<file path="config.mk">
export PLATFORM = sky130hd
export DESIGN_NAME = mw_alu
export DESIGN_NICKNAME = d
export VERILOG_FILES = /design/src/rtl/mw_alu_pkg.sv /design/src/rtl/mw_alu_bcd.sv /design/src/rtl/mw_alu_core.sv /design/src/rtl/mw_alu.sv
export SDC_FILE = /design/constraint.sdc
export NUM_CORES = 1
export LEC_CHECK = 0
export ABC_AREA = 1
export BUFFER_PORTS_ARGS = -buffer_cell sky130_fd_sc_hd__buf_2
export CORE_MARGIN = 2
export CORE_UTILIZATION = 35
export DETAILED_ROUTE_END_ITERATION = 8
export SLEW_MARGIN = 30
export SYNTH_ARGS = -nofsm -noshare
export SYNTH_HDL_FRONTEND = slang
export SYNTH_SLANG_ARGS = --single-unit
</file>
<file path="constraint.sdc">
create_clock -name clk -period 8.5 [get_ports clk]
set_input_delay 2.125 -clock clk [delete_from_list [all_inputs] [get_ports clk]]
set_output_delay 2.125 -clock clk [all_outputs]
set_load 0.01 [all_outputs]
</file>
<file path="src/rtl/mw_alu_pkg.sv">
package mw_alu_pkg;
    localparam int DW  = 20;       // widest operand
    localparam int NIB = DW / 4;   // decimal digits at full width
    localparam int CW  = 4;        // repeat count field width

    typedef enum logic [3:0] {
        OP_MOV  = 4'd0,  OP_ADD  = 4'd1,  OP_ADDC = 4'd2,  OP_SUB = 4'd3,
        OP_SUBC = 4'd4,  OP_CMP  = 4'd5,  OP_DADD = 4'd6,  OP_BIT = 4'd7,
        OP_AND  = 4'd8,  OP_BIC  = 4'd9,  OP_BIS  = 4'd10, OP_XOR = 4'd11,
        OP_R12  = 4'd12, OP_R13  = 4'd13, OP_R14  = 4'd14, OP_R15 = 4'd15
    } op_e;

    typedef struct packed {
        logic v;
        logic n;
        logic z;
        logic c;
    } flags_t;

    function automatic logic [DW-1:0] width_mask(input logic [1:0] w);
        case (w)
            2'd0:    return DW'(8'hFF);
            2'd1:    return DW'(16'hFFFF);
            default: return {DW{1'b1}};
        endcase
    endfunction

    function automatic logic [4:0] sign_pos(input logic [1:0] w);
        case (w)
            2'd0:    return 5'd7;
            2'd1:    return 5'd15;
            default: return 5'(DW - 1);
        endcase
    endfunction
endpackage

</file>
<file path="src/rtl/mw_alu_bcd.sv">
module mw_alu_bcd #(
    parameter int DIGITS = 5
) (
    input  logic [4*DIGITS-1:0] a,
    input  logic [4*DIGITS-1:0] b,
    input  logic                cin,
    output logic [4*DIGITS-1:0] y,
    output logic [DIGITS-1:0]   cout
);
    logic [DIGITS:0] chain;
    assign chain[0] = cin;

    for (genvar g = 0; g < DIGITS; g++) begin : g_digit
        logic [4:0] raw;
        logic       fix;
        assign raw  = {1'b0, a[4*g +: 4]} + {1'b0, b[4*g +: 4]} + {4'd0, chain[g]};
        assign fix  = (raw > 5'd9);
        assign y[4*g +: 4] = fix ? (raw[3:0] + 4'd6) : raw[3:0];
        assign chain[g+1]  = fix;
        assign cout[g]     = fix;
    end
endmodule

</file>
<file path="src/rtl/mw_alu_core.sv">
module mw_alu_core
    import mw_alu_pkg::*;
(
    input  op_e           op,
    input  logic [1:0]    wsel,
    input  logic [DW-1:0] src,
    input  logic [DW-1:0] dst,
    input  flags_t        fin,
    input  logic          carry_mask,   // 1 forces carry-in of carry-using ops to 0
    output logic [DW-1:0] res,
    output flags_t        fout,
    output logic          we
);
    logic [DW-1:0] mask, s_m, d_m, s_op, vx, bcd_y;
    logic [DW:0]   sum;
    logic [4:0]    sp;
    logic [2:0]    top_dig;
    logic          ci, c_use, inv;
    logic [NIB-1:0] bcd_c;

    assign mask    = width_mask(wsel);
    assign sp      = sign_pos(wsel);
    assign top_dig = 3'(sp >> 2);
    assign s_m     = src & mask;
    assign d_m     = dst & mask;
    assign c_use   = fin.c & ~carry_mask;
    assign inv     = (op == OP_SUB) || (op == OP_SUBC) || (op == OP_CMP);
    assign s_op    = inv ? (s_m ^ mask) : s_m;

    always_comb begin
        case (op)
            OP_SUB, OP_CMP:   ci = 1'b1;
            OP_ADDC, OP_SUBC: ci = c_use;
            default:          ci = 1'b0;
        endcase
    end

    assign sum = {1'b0, s_op} + {1'b0, d_m} + {{DW{1'b0}}, ci};
    assign vx  = s_op ^ d_m ^ sum[DW-1:0] ^ sum[DW:1];

    mw_alu_bcd #(.DIGITS(NIB)) u_bcd (
        .a(s_m), .b(d_m), .cin(c_use), .y(bcd_y), .cout(bcd_c)
    );

    always_comb begin
        res  = d_m;
        fout = fin;
        we   = 1'b1;
        case (op)
            OP_MOV: res = s_m;
            OP_ADD, OP_ADDC, OP_SUB, OP_SUBC, OP_CMP: begin
                res    = sum[DW-1:0] & mask;
                fout.z = (res == '0);
                fout.n = res[sp];
                fout.c = sum[sp + 5'd1];
                fout.v = vx[sp];
                we     = (op != OP_CMP);
            end
            OP_DADD: begin
                res    = bcd_y & mask;
                fout.z = (res == '0);
                fout.n = res[sp];
                fout.c = bcd_c[top_dig];
                fout.v = 1'b0;
            end
            OP_BIT, OP_AND, OP_XOR: begin
                res    = (op == OP_XOR) ? (s_m ^ d_m) : (s_m & d_m);
                fout.z = (res == '0);
                fout.c = (res != '0);
                fout.n = res[sp];
                fout.v = (op == OP_XOR) ? (s_m[sp] & d_m[sp]) : 1'b0;
                we     = (op != OP_BIT);
            end
            OP_BIC: res = d_m & ~s_m;
            OP_BIS: res = d_m | s_m;
            default: we = 1'b0;
        endcase
    end
endmodule

</file>
<file path="src/rtl/mw_alu.sv">
module mw_alu
    import mw_alu_pkg::*;
(
    input  logic          clk,
    input  logic          rst_n,
    input  logic          start,
    input  logic [3:0]    op,
    input  logic [1:0]    wsel,
    input  logic [19:0]   src_in,
    input  logic [19:0]   dst_in,
    input  logic [3:0]    flags_in,
    input  logic          both_reg,
    input  logic          rpt_use_reg,
    input  logic [3:0]    rpt_imm,
    input  logic [3:0]    rpt_reg,
    input  logic          same_reg,
    input  logic          zc,
    output logic [19:0]   result,
    output logic          wr_en,
    output logic [3:0]    flags_out,
    output logic          busy,
    output logic          done
);
    typedef struct packed {
        logic          busy;
        logic          done;
        logic          wr_en;
        logic [CW-1:0] left;
        op_e           op;
        logic [1:0]    w;
        logic          same;
        logic          zc;
        logic [DW-1:0] src;
        logic [DW-1:0] dst;
        logic [DW-1:0] result;
        flags_t        flags;
    } st_t;

    st_t           st_q, st_d;
    logic [DW-1:0] core_res;
    flags_t        core_flags;
    logic          core_we;

    mw_alu_core u_core (
        .op(st_q.op), .wsel(st_q.w), .src(st_q.src), .dst(st_q.dst),
        .fin(st_q.flags), .carry_mask(st_q.zc),
        .res(core_res), .fout(core_flags), .we(core_we)
    );

    always_comb begin
        st_d       = st_q;
        st_d.done  = 1'b0;
        st_d.wr_en = 1'b0;
        if (!st_q.busy) begin
            if (start) begin
                st_d.busy  = 1'b1;
                st_d.op    = op_e'(op);
                st_d.w     = wsel;
                st_d.src   = src_in;
                st_d.dst   = dst_in;
                st_d.flags = flags_t'(flags_in);
                st_d.same  = same_reg;
                st_d.zc    = both_reg & zc;
                st_d.left  = both_reg ? (rpt_use_reg ? rpt_reg : rpt_imm) : '0;
            end
        end else begin
            st_d.flags = core_flags;
            st_d.dst   = core_res;
            if (st_q.same)
                st_d.src = core_res;
            if (st_q.left == '0) begin
                st_d.busy   = 1'b0;
                st_d.done   = 1'b1;
                st_d.wr_en  = core_we;
                st_d.result = core_res;
            end else begin
                st_d.left = st_q.left - 1'b1;
            end
        end
    end

    always_ff @(posedge clk or negedge rst_n) begin
        if (!rst_n) begin
            st_q    <= '0;
            st_q.op <= OP_MOV;
        end else begin
            st_q <= st_d;
        end
    end

    assign result    = st_q.result;
    assign wr_en     = st_q.wr_en;
    assign flags_out = st_q.flags;
    assign busy      = st_q.busy;
    assign done      = st_q.done;

    AST_RESULT_MASKED: assert property (@(posedge clk) disable iff (!rst_n)
        done |-> ((result & ~width_mask(st_q.w)) == '0));
    AST_LOGIC_ZC_EXCL: assert property (@(posedge clk) disable iff (!rst_n)
        done && (st_q.op == OP_AND || st_q.op == OP_BIT || st_q.op == OP_XOR)
        |-> (flags_out[1] != flags_out[0]));
    AST_NO_WRITE_CMP_BIT: assert property (@(posedge clk) disable iff (!rst_n)
        done && (st_q.op == OP_CMP || st_q.op == OP_BIT) |-> !wr_en);
    AST_FLAGS_KEPT: assert property (@(posedge clk) disable iff (!rst_n)
        busy && (st_q.op == OP_MOV || st_q.op == OP_BIS || st_q.op == OP_BIC)
        |=> $stable(flags_out));
    AST_DONE_AFTER_BUSY: assert property (@(posedge clk) disable iff (!rst_n)
        done |-> (!busy && $past(busy)));
    AST_WE_ONLY_DONE: assert property (@(posedge clk) disable iff (!rst_n)
        wr_en |-> done);
    AST_START_BUSY: assert property (@(posedge clk) disable iff (!rst_n)
        start && !busy |=> busy);
endmodule

</file>
==> flow_summary.ini, run 1 <==
[outcome]
status = complete, no violations

[sta]
finalClockSkew_ns = 0.00857
fmax_mhz = 125
max_slew_margin = 0.379
hold_ws_ns = 0.476
fin_crit_ns = 8.00
finalHoldViolCount = 0
post-route-period-util = 0.941
worst_slack_ns = 0.497
finalSetupViolations = 0
worstMarginPinSlew_ns = 0.932
finalMaxSlewViolations = 0

[route]
avgViaCountPerCell = 5.30
postRouteAntennaNets = 0
vias = 9154
wl_per_cell_microns = 18.5
first_pass_iters = 6
drtIter0Drc = 822
drt_wl_total_microns = 32000
drc = 0

[worst_setup_path]
worstSetupPathType = flip-flop to flip-flop
end_kind = flip-flop
cpMaxStageDelayCell = fa_2
crit_fanout = 5
cp_common_cell = inv_2
setup.worst_path.start_class = flip-flop
worst_path_largest_cell_delay_ns = 0.54
arrival_ns = 8.27
cp.required_ns = 8.77

[floorplanning]
core_region_area_sq_um = 24400
num_io_pins = 92
dieHeight_microns = 162
die_area_sq_um = 26200
rows = 57
initial_utilization = 0.358
die_w_microns = 162

[job]
maxCapViolCount = 0

[logic_synthesis]
syn_nets = 1505
ys_ff_latch = 79
ys.flop_type = dfrtp_1
synth_area_leader_cell = dfrtp_1
yosysWarnings = 0
synth_area_leaders = dfrtp_1, nand2_1, ha_1
synth.avg_cell_area_sq_um = 6.50
ys_seq_area_frac = 0.227
yosysTopAreaCellShare = 0.227
synth_area_sq_um = 8730
synth.distinct_cells = 49
syn_inst = 1342
synth-edff-count = 0
async_flop_share = 1.00

[placement]
post-place-ws_ns = 0.108
place.gp.congestion = 0.925
dp_hpwl_microns = 24100
placed_cell_area_sq_um = 9260
io_buffers = 91

[global_route]
overflow = 0
grt_pass1_vias = 8697
use_met2 = 0.378
grt_pass1_wl_microns = 49100
met1_usage = 0.344
grt_usage = 0.243
grt_max_degree = 66
met3_usage = 0.0478
antenna_found_initial = 0
gr-max-usage-layer = met2

[final_layout]
area_growth_pct = 12.0
final_common_cell = nand2_1
drive_gt1_frac = 0.131
nFillCells = 2642
nets = 1560
final_cell_mix = nand2_1, inv_1, nand3_1
stdcell_area_sq_um = 9780
final_util = 0.401
antenna_cells = 0

[cts]
clkLatencyLatePin_ns = 0.34
cts_tree = built
cts_max_level = 3
clockBufferDepth = 2
cts.sinks = 79
numCtsBuffers = 9
clockRootBuffer = clkbuf_16
clk_pin_slew_ns = 0.07

[hold_path]
holdCritPathClass = flip-flop to flip-flop
[layer usage]
layer  routed length, microns  vias to the layer above
met1                    14500                     4260
li1                         -                     4461
met3                     2510                       59
met5                       51                        -
met2                    14100                      372
met4                      778                        2
[stage by stage]
step           setup TNS (ns)  cells
4_1_cts                     0   1713
2_1_floorplan               0   1342
6_report                    0   1726
3_3_place_gp                0   1697
3_5_place_dp                0   1697
5_1_grt                -0.564   1726
[synth_stat cells (7+ instances only)]
master     number
fa_1           12
nor2_1        107
clkbuf_1       22
nand2_1       384
dfrtp_1        79
o21ai_0        82
inv_1         181
o211ai_1       25
a221oi_1        9
o21ai_1        18
o2111ai_1       7
nor3_1          7
nand4_1        17
buf_4          28
a21oi_1        58
a22oi_1        10
o22ai_1         7
ha_1           86
buf_2          12
xor2_1         18
nand3_1       116
[worst max-delay path: cells and delay by family, from the launching register on]
family | cells | cell delay, ns
AOI/OAI and AO/OA | 4 | 0.77
xor gates and xnor gates | 1 | 0.18
adders and majority gates | 11 | 3.83
buffers and inverters | 15 | 1.08
DFF | 1 | 0.41
and+or+nand+nor | 16 | 1.63
[kinds of logic after synthesis]
logic type / synth area share
compound gates: 0.160
xor+xnor: 0.0221
fa+ha+maj: 0.151
buf+inv: 0.127
flops: 0.227
mux: 0.00373
simple gates: 0.310
[timing repair]
| item | in CTS | in global routing |
|---|---|---|
| gates resized for setup | 0 | 30 |
| buffers inserted | 0 | 12 |
| setup endpoints to repair | 0 | 12 |
| hold buffers | 0 | 0 |
[state kept, by name, summed over array words and instances (netlist names)]
signal,flops
st_q,52
result,20
flags_out,4
busy,1
done,1
wr_en,1
[final timing paths]
check | to | slack, ns | cells after the start | start
setup reg to reg | st_q[61] | 0.50 | 47 | st_q[24]
max in group asynchronous | st_q[49] | 5.72 | 2 | rst_n
min in group asynchronous | st_q[38] | 1.63 | 1 | rst_n
hold / removal | result[16] | 0.48 | 2 | result[16]
setup / recovery | st_q[61] | 0.50 | 47 | st_q[24]
hold reg to reg | result[16] | 0.48 | 2 | result[16]
[layout make-up]
class	instances	area, sq um	area share
multi-input combinational	1007	5730	0.586
sequential	79	1980	0.202
inverter	187	703	0.0719
timing repair buffer	113	643	0.0658
tap	324	405	0.0415
clock buffer	11	253	0.0258
clock inverter	5	62.6	0.00640
Power of run 1 is left out: the tool's default activity adds up to more than one toggle a clock period on the data nets, which glitch-free logic cannot reach.
==> inputs of run 2 (changes only) <==
--- a/config.mk
+++ b/config.mk
@@ -8,7 +8,7 @@
 export ABC_AREA = 1
 export BUFFER_PORTS_ARGS = -buffer_cell sky130_fd_sc_hd__buf_2
 export CORE_MARGIN = 2
-export CORE_UTILIZATION = 35
+export CORE_UTILIZATION = 45
 export DETAILED_ROUTE_END_ITERATION = 8
 export SLEW_MARGIN = 30
 export SYNTH_ARGS = -nofsm -noshare
==> flow_summary.ini, run 2 (synthesized netlist as in run 1, its figures left out) <==
[outcome]
status = complete, no violations

[global_route]
met1_usage = 0.471
antenna_found_initial = 0
met3_usage = 0.0704
use_met2 = 0.455
overflow = 0
grt_usage = 0.315
gr-max-usage-layer = met1
grt_max_degree = 63
grt_pass1_wl_microns = 48700
grt_pass1_vias = 8567

[sta]
fmax_mhz = 124
finalSetupViolations = 0
worstMarginPinSlew_ns = 0.923
finalMaxSlewViolations = 0
finalHoldViolCount = 0
max_slew_margin = 0.384
worst_slack_ns = 0.415
post-route-period-util = 0.951
fin_crit_ns = 8.09
finalClockSkew_ns = 0.00847

[worst_setup_path]
crit_fanout = 5
worst_path_largest_cell_delay_ns = 0.54
cpMaxStageDelayCell = fa_2
reg2reg_slack_ns = 0.41
cp.required_ns = 8.78
setup.worst_path.start_class = flip-flop
critPathTopFamily = adder cells
worst-path-buf-inv = 14
end_kind = flip-flop
worstSetupPathType = flip-flop to flip-flop
arrival_ns = 8.36

[final_layout]
largest_register_ffs = 52
drive_gt1_frac = 0.128
final_util = 0.513
top_register = st_q
final_common_cell = nand2_1
antenna_cells = 0
nets = 1563
area_growth_pct = 11.0
final_cell_mix = nand2_1, inv_1, nand3_1

[route]
avgViaCountPerCell = 5.51
first_pass_iters = 5
vias = 9171
drc = 0
drt_wl_total_microns = 31700
postRouteAntennaNets = 0
wl_per_cell_microns = 19.0
drtIter0Drc = 751

[cts]
clk_pin_slew_ns = 0.06
ctsHoldBuffers = 0
cts_max_level = 3
cts.sinks = 79
clkLatencyLatePin_ns = 0.35
cts_tree = built
clockRootBuffer = clkbuf_16
clockBufferDepth = 2
numCtsBuffers = 9

[floorplanning]
num_io_pins = 92
initial_utilization = 0.462
core_region_area_sq_um = 18900
dieHeight_microns = 143
die_area_sq_um = 20500
rows = 50
die_w_microns = 143

[job]
maxCapViolCount = 0

[placement]
post-place-ws_ns = -0.00359
dp_hpwl_microns = 24400
io_buffers = 91
place.gp.congestion = 0.994

[hold_path]
holdCritPathClass = flip-flop to flip-flop
==> run 2: changes by cell type in the layout (fill, tap and decap cells not counted), moves of 2 or more <==
cell,previous run,this run
nand2_1,377,379
clkinvlp_4,2,0
buf_4,22,26
nand2_2,10,8
==> run 2: path summary, 6_finish.rpt <==
path,start,end,depth (start not counted)
setup / recovery,flags_out[0],st_q[61],47
hold / removal,result[11],result[11],2
setup reg to reg,flags_out[0],st_q[61],47
hold reg to reg,result[11],result[11],2
max in group asynchronous,rst_n,st_q[58],2
min in group asynchronous,rst_n,st_q[65],1
==> run 2: timing repair <==
| action | CTS | global route |
|---|---|---|
| setup buffers | 0 | 11 |
| resized for setup | 2 | 25 |
| pin swaps | 2 | 9 |
| setup endpoints to repair | 4 | 13 |
==> run 2: final cells by class <==
type	count	area [sq um]
Fill cell	2022	9210
Multi-Input combinational cell	1007	5710
Sequential cell	79	1980
Inverter	187	702
Timing Repair Buffer	116	646
Tap cell	260	325
Clock buffer	11	253
Clock inverter	4	77.6
==> run 2: worst min-delay path, stage by stage, from the launching register on <==
cell and delay, ns:
dfrtp_1 0.34, nand2_1 0.05, nand2_1 0.06
==> run 2: per-stage QoR <==
stage / instances / setup TNS [ns] / cell area, sq um / hold slack, ns
after floorplan: 1342 / 0 / 8730 / 0.449
after global placement: 1638 / 0 / 9210 / 0.462
after detailed placement: 1638 / -0.00359 / 9210 / 0.461
after CTS: 1653 / 0 / 9560 / 0.482
after global routing: 1664 / -0.0333 / 9690 / 0.505
final: 1664 / 0 / 9690 / 0.476
==> run 2: layer usage <==
metal,up-vias,part of all wire,wire (microns)
li1,4472,-,-
met1,4260,0.48,15100
met2,381,0.41,13000
met3,58,0.091,2870
met4,0,0.026,811
met5,-,0,0
Power of run 2 is left out for the same reason.
==> inputs of run 3 (changes only) <==
--- a/config.mk
+++ b/config.mk
@@ -7,9 +7,11 @@
 export LEC_CHECK = 0
 export ABC_AREA = 1
 export BUFFER_PORTS_ARGS = -buffer_cell sky130_fd_sc_hd__buf_2
+export CAP_MARGIN = 20
 export CORE_MARGIN = 2
 export CORE_UTILIZATION = 45
 export DETAILED_ROUTE_END_ITERATION = 8
+export SETUP_SLACK_MARGIN = 0.5
 export SLEW_MARGIN = 30
 export SYNTH_ARGS = -nofsm -noshare
 export SYNTH_HDL_FRONTEND = slang
==> flow_summary.ini, run 3 (synthesized netlist as in run 1, its figures left out) <==
[floorplanning]
die_area_sq_um = 20500
core_region_area_sq_um = 18900
dieHeight_microns = 143
initial_utilization = 0.462
rows = 50
die_w_microns = 143
num_io_pins = 92

[cts]
clockBufferDepth = 2
cts.sinks = 79
clkLatencyLatePin_ns = 0.35
cts_max_level = 3
clockRootBuffer = clkbuf_16
clk_pin_slew_ns = 0.06
cts_tree = built
numCtsBuffers = 9

[route]
drc = 0
wl_per_cell_microns = 19.1
first_pass_iters = 5
postRouteAntennaNets = 0
vias = 9253
drtIter0Drc = 721
drt_wl_total_microns = 32000
avgViaCountPerCell = 5.54

[global_route]
grt_pass1_vias = 8620
overflow = 0
grt_pass1_wl_microns = 49000
grt_usage = 0.317
grt_max_degree = 63
antenna_found_initial = 0

[final_layout]
nets = 1570
fin_cells = 1671
largest_register_ffs = 52
area_growth_pct = 12.1
antenna_cells = 0
stdcell_area_sq_um = 9790
top_register = st_q
final_cell_mix = nand2_1, inv_1, nand3_1
final_common_cell = nand2_1
drive_gt1_frac = 0.142

[worst_setup_path]
arrival_ns = 8.00
cpMaxStageDelayCell = fa_2
worst_path_largest_cell_delay_ns = 0.57
worstSetupPathType = flip-flop to flip-flop
setup.worst_path.start_class = flip-flop
worstSetupEndpoint = st_q[62]
critPathLaunch = st_q[64]
reg2reg_slack_ns = 0.77
cp_common_cell = inv_2
end_kind = flip-flop
cp.required_ns = 8.78
ff2ff_path_depth = 48
timing.rr.start = st_q[64]
crit_fanout = 4
r2r-end = st_q[62]

[sta]
worstMarginPinSlew_ns = 0.924
fin_crit_ns = 7.73
max_slew_margin = 0.383
finalMaxSlewViolations = 0
finalHoldViolCount = 0
post-route-period-util = 0.909
fmax_mhz = 129
rsz0062_at_grt = true
finalClockSkew_ns = 0.00874
finalSetupViolations = 0

[placement]
io_buffers = 91
placed_cells = 1638
placed_cell_area_sq_um = 9210
place.gp.congestion = 0.994
dp_hpwl_microns = 24400

[outcome]
status = complete, no violations

[job]
maxCapViolCount = 0

[hold_path]
holdCritPathClass = flip-flop to flip-flop
[run 3: cell types whose count changed in the layout (fill, tap and decap cells not counted), moves of 2 or more]
cell,before,now
fa_2,5,9
inv_2,15,19
fa_1,7,3
a21oi_1,58,56
a21oi_2,1,3
nand2_1,379,377
buf_4,26,33
inv_1,171,167
[run 3: worst max-delay path, delay by kind of cell, from the launching register on]
kind / cells / cell delay [ns]
adders and majority gates: 11 / 3.89
and+or+nand+nor: 17 / 1.53
buffers and inverters: 15 / 1.06
AOI/OAI and AO/OA: 4 / 0.64
DFF: 1 / 0.36
xor gates and xnor gates: 1 / 0.17
[run 3: worst min path at each step]
stage	startpoint	to	slack (ns)	depth (start not counted)
5_1_grt	result[15]	result[15]	0.51	2
3_3_place_gp	result[11]	result[11]	0.46	2
2_1_floorplan	st_q[65]	st_q[65]	0.45	2
6_report	result[11]	result[11]	0.48	2
4_1_cts	result[11]	result[11]	0.48	2
3_5_place_dp	result[15]	result[15]	0.46	2
[run 3: layout make-up]
cell class / count / area [sq um]
Fill cell: 2017 / 9110
Timing Repair Buffer: 123 / 698
Multi-Input combinational cell: 1007 / 5750
Clock inverter: 4 / 77.6
Sequential cell: 79 / 1980
Tap cell: 260 / 325
Clock buffer: 11 / 253
Inverter: 187 / 702
[run 3: per-layer routing]
metal  vias to the layer above  global-route usage  wire length, microns
met4                         0              0.0851                   805
li1                       4486                   -                     -
met3                        53              0.0687                  3300
met2                       449               0.457                 13000
met5                         -                   0                     0
met1                      4265               0.474                 14800
[run 3: per-stage QoR]
stage | TNS, ns | util | hold slack (ns) | setup WS (ns)
after floorplan | 0 | - | 0.449 | 0.909
after global placement | 0 | 0.487 | 0.462 | 0.227
after detailed placement | -0.00359 | 0.487 | 0.461 | -0.00359
after CTS | 0 | 0.509 | 0.482 | 0.521
after global routing | 0 | 0.518 | 0.505 | 0.313
final | 0 | 0.518 | 0.476 | 0.772
[run 3: timing repair]
action	CTS	global route
pin swaps	8	16
gates resized for setup	16	27
buffers inserted	5	13
hold buffers	0	0
endpoints found under the setup margin	12	12
Power of run 3 is left out for the same reason.
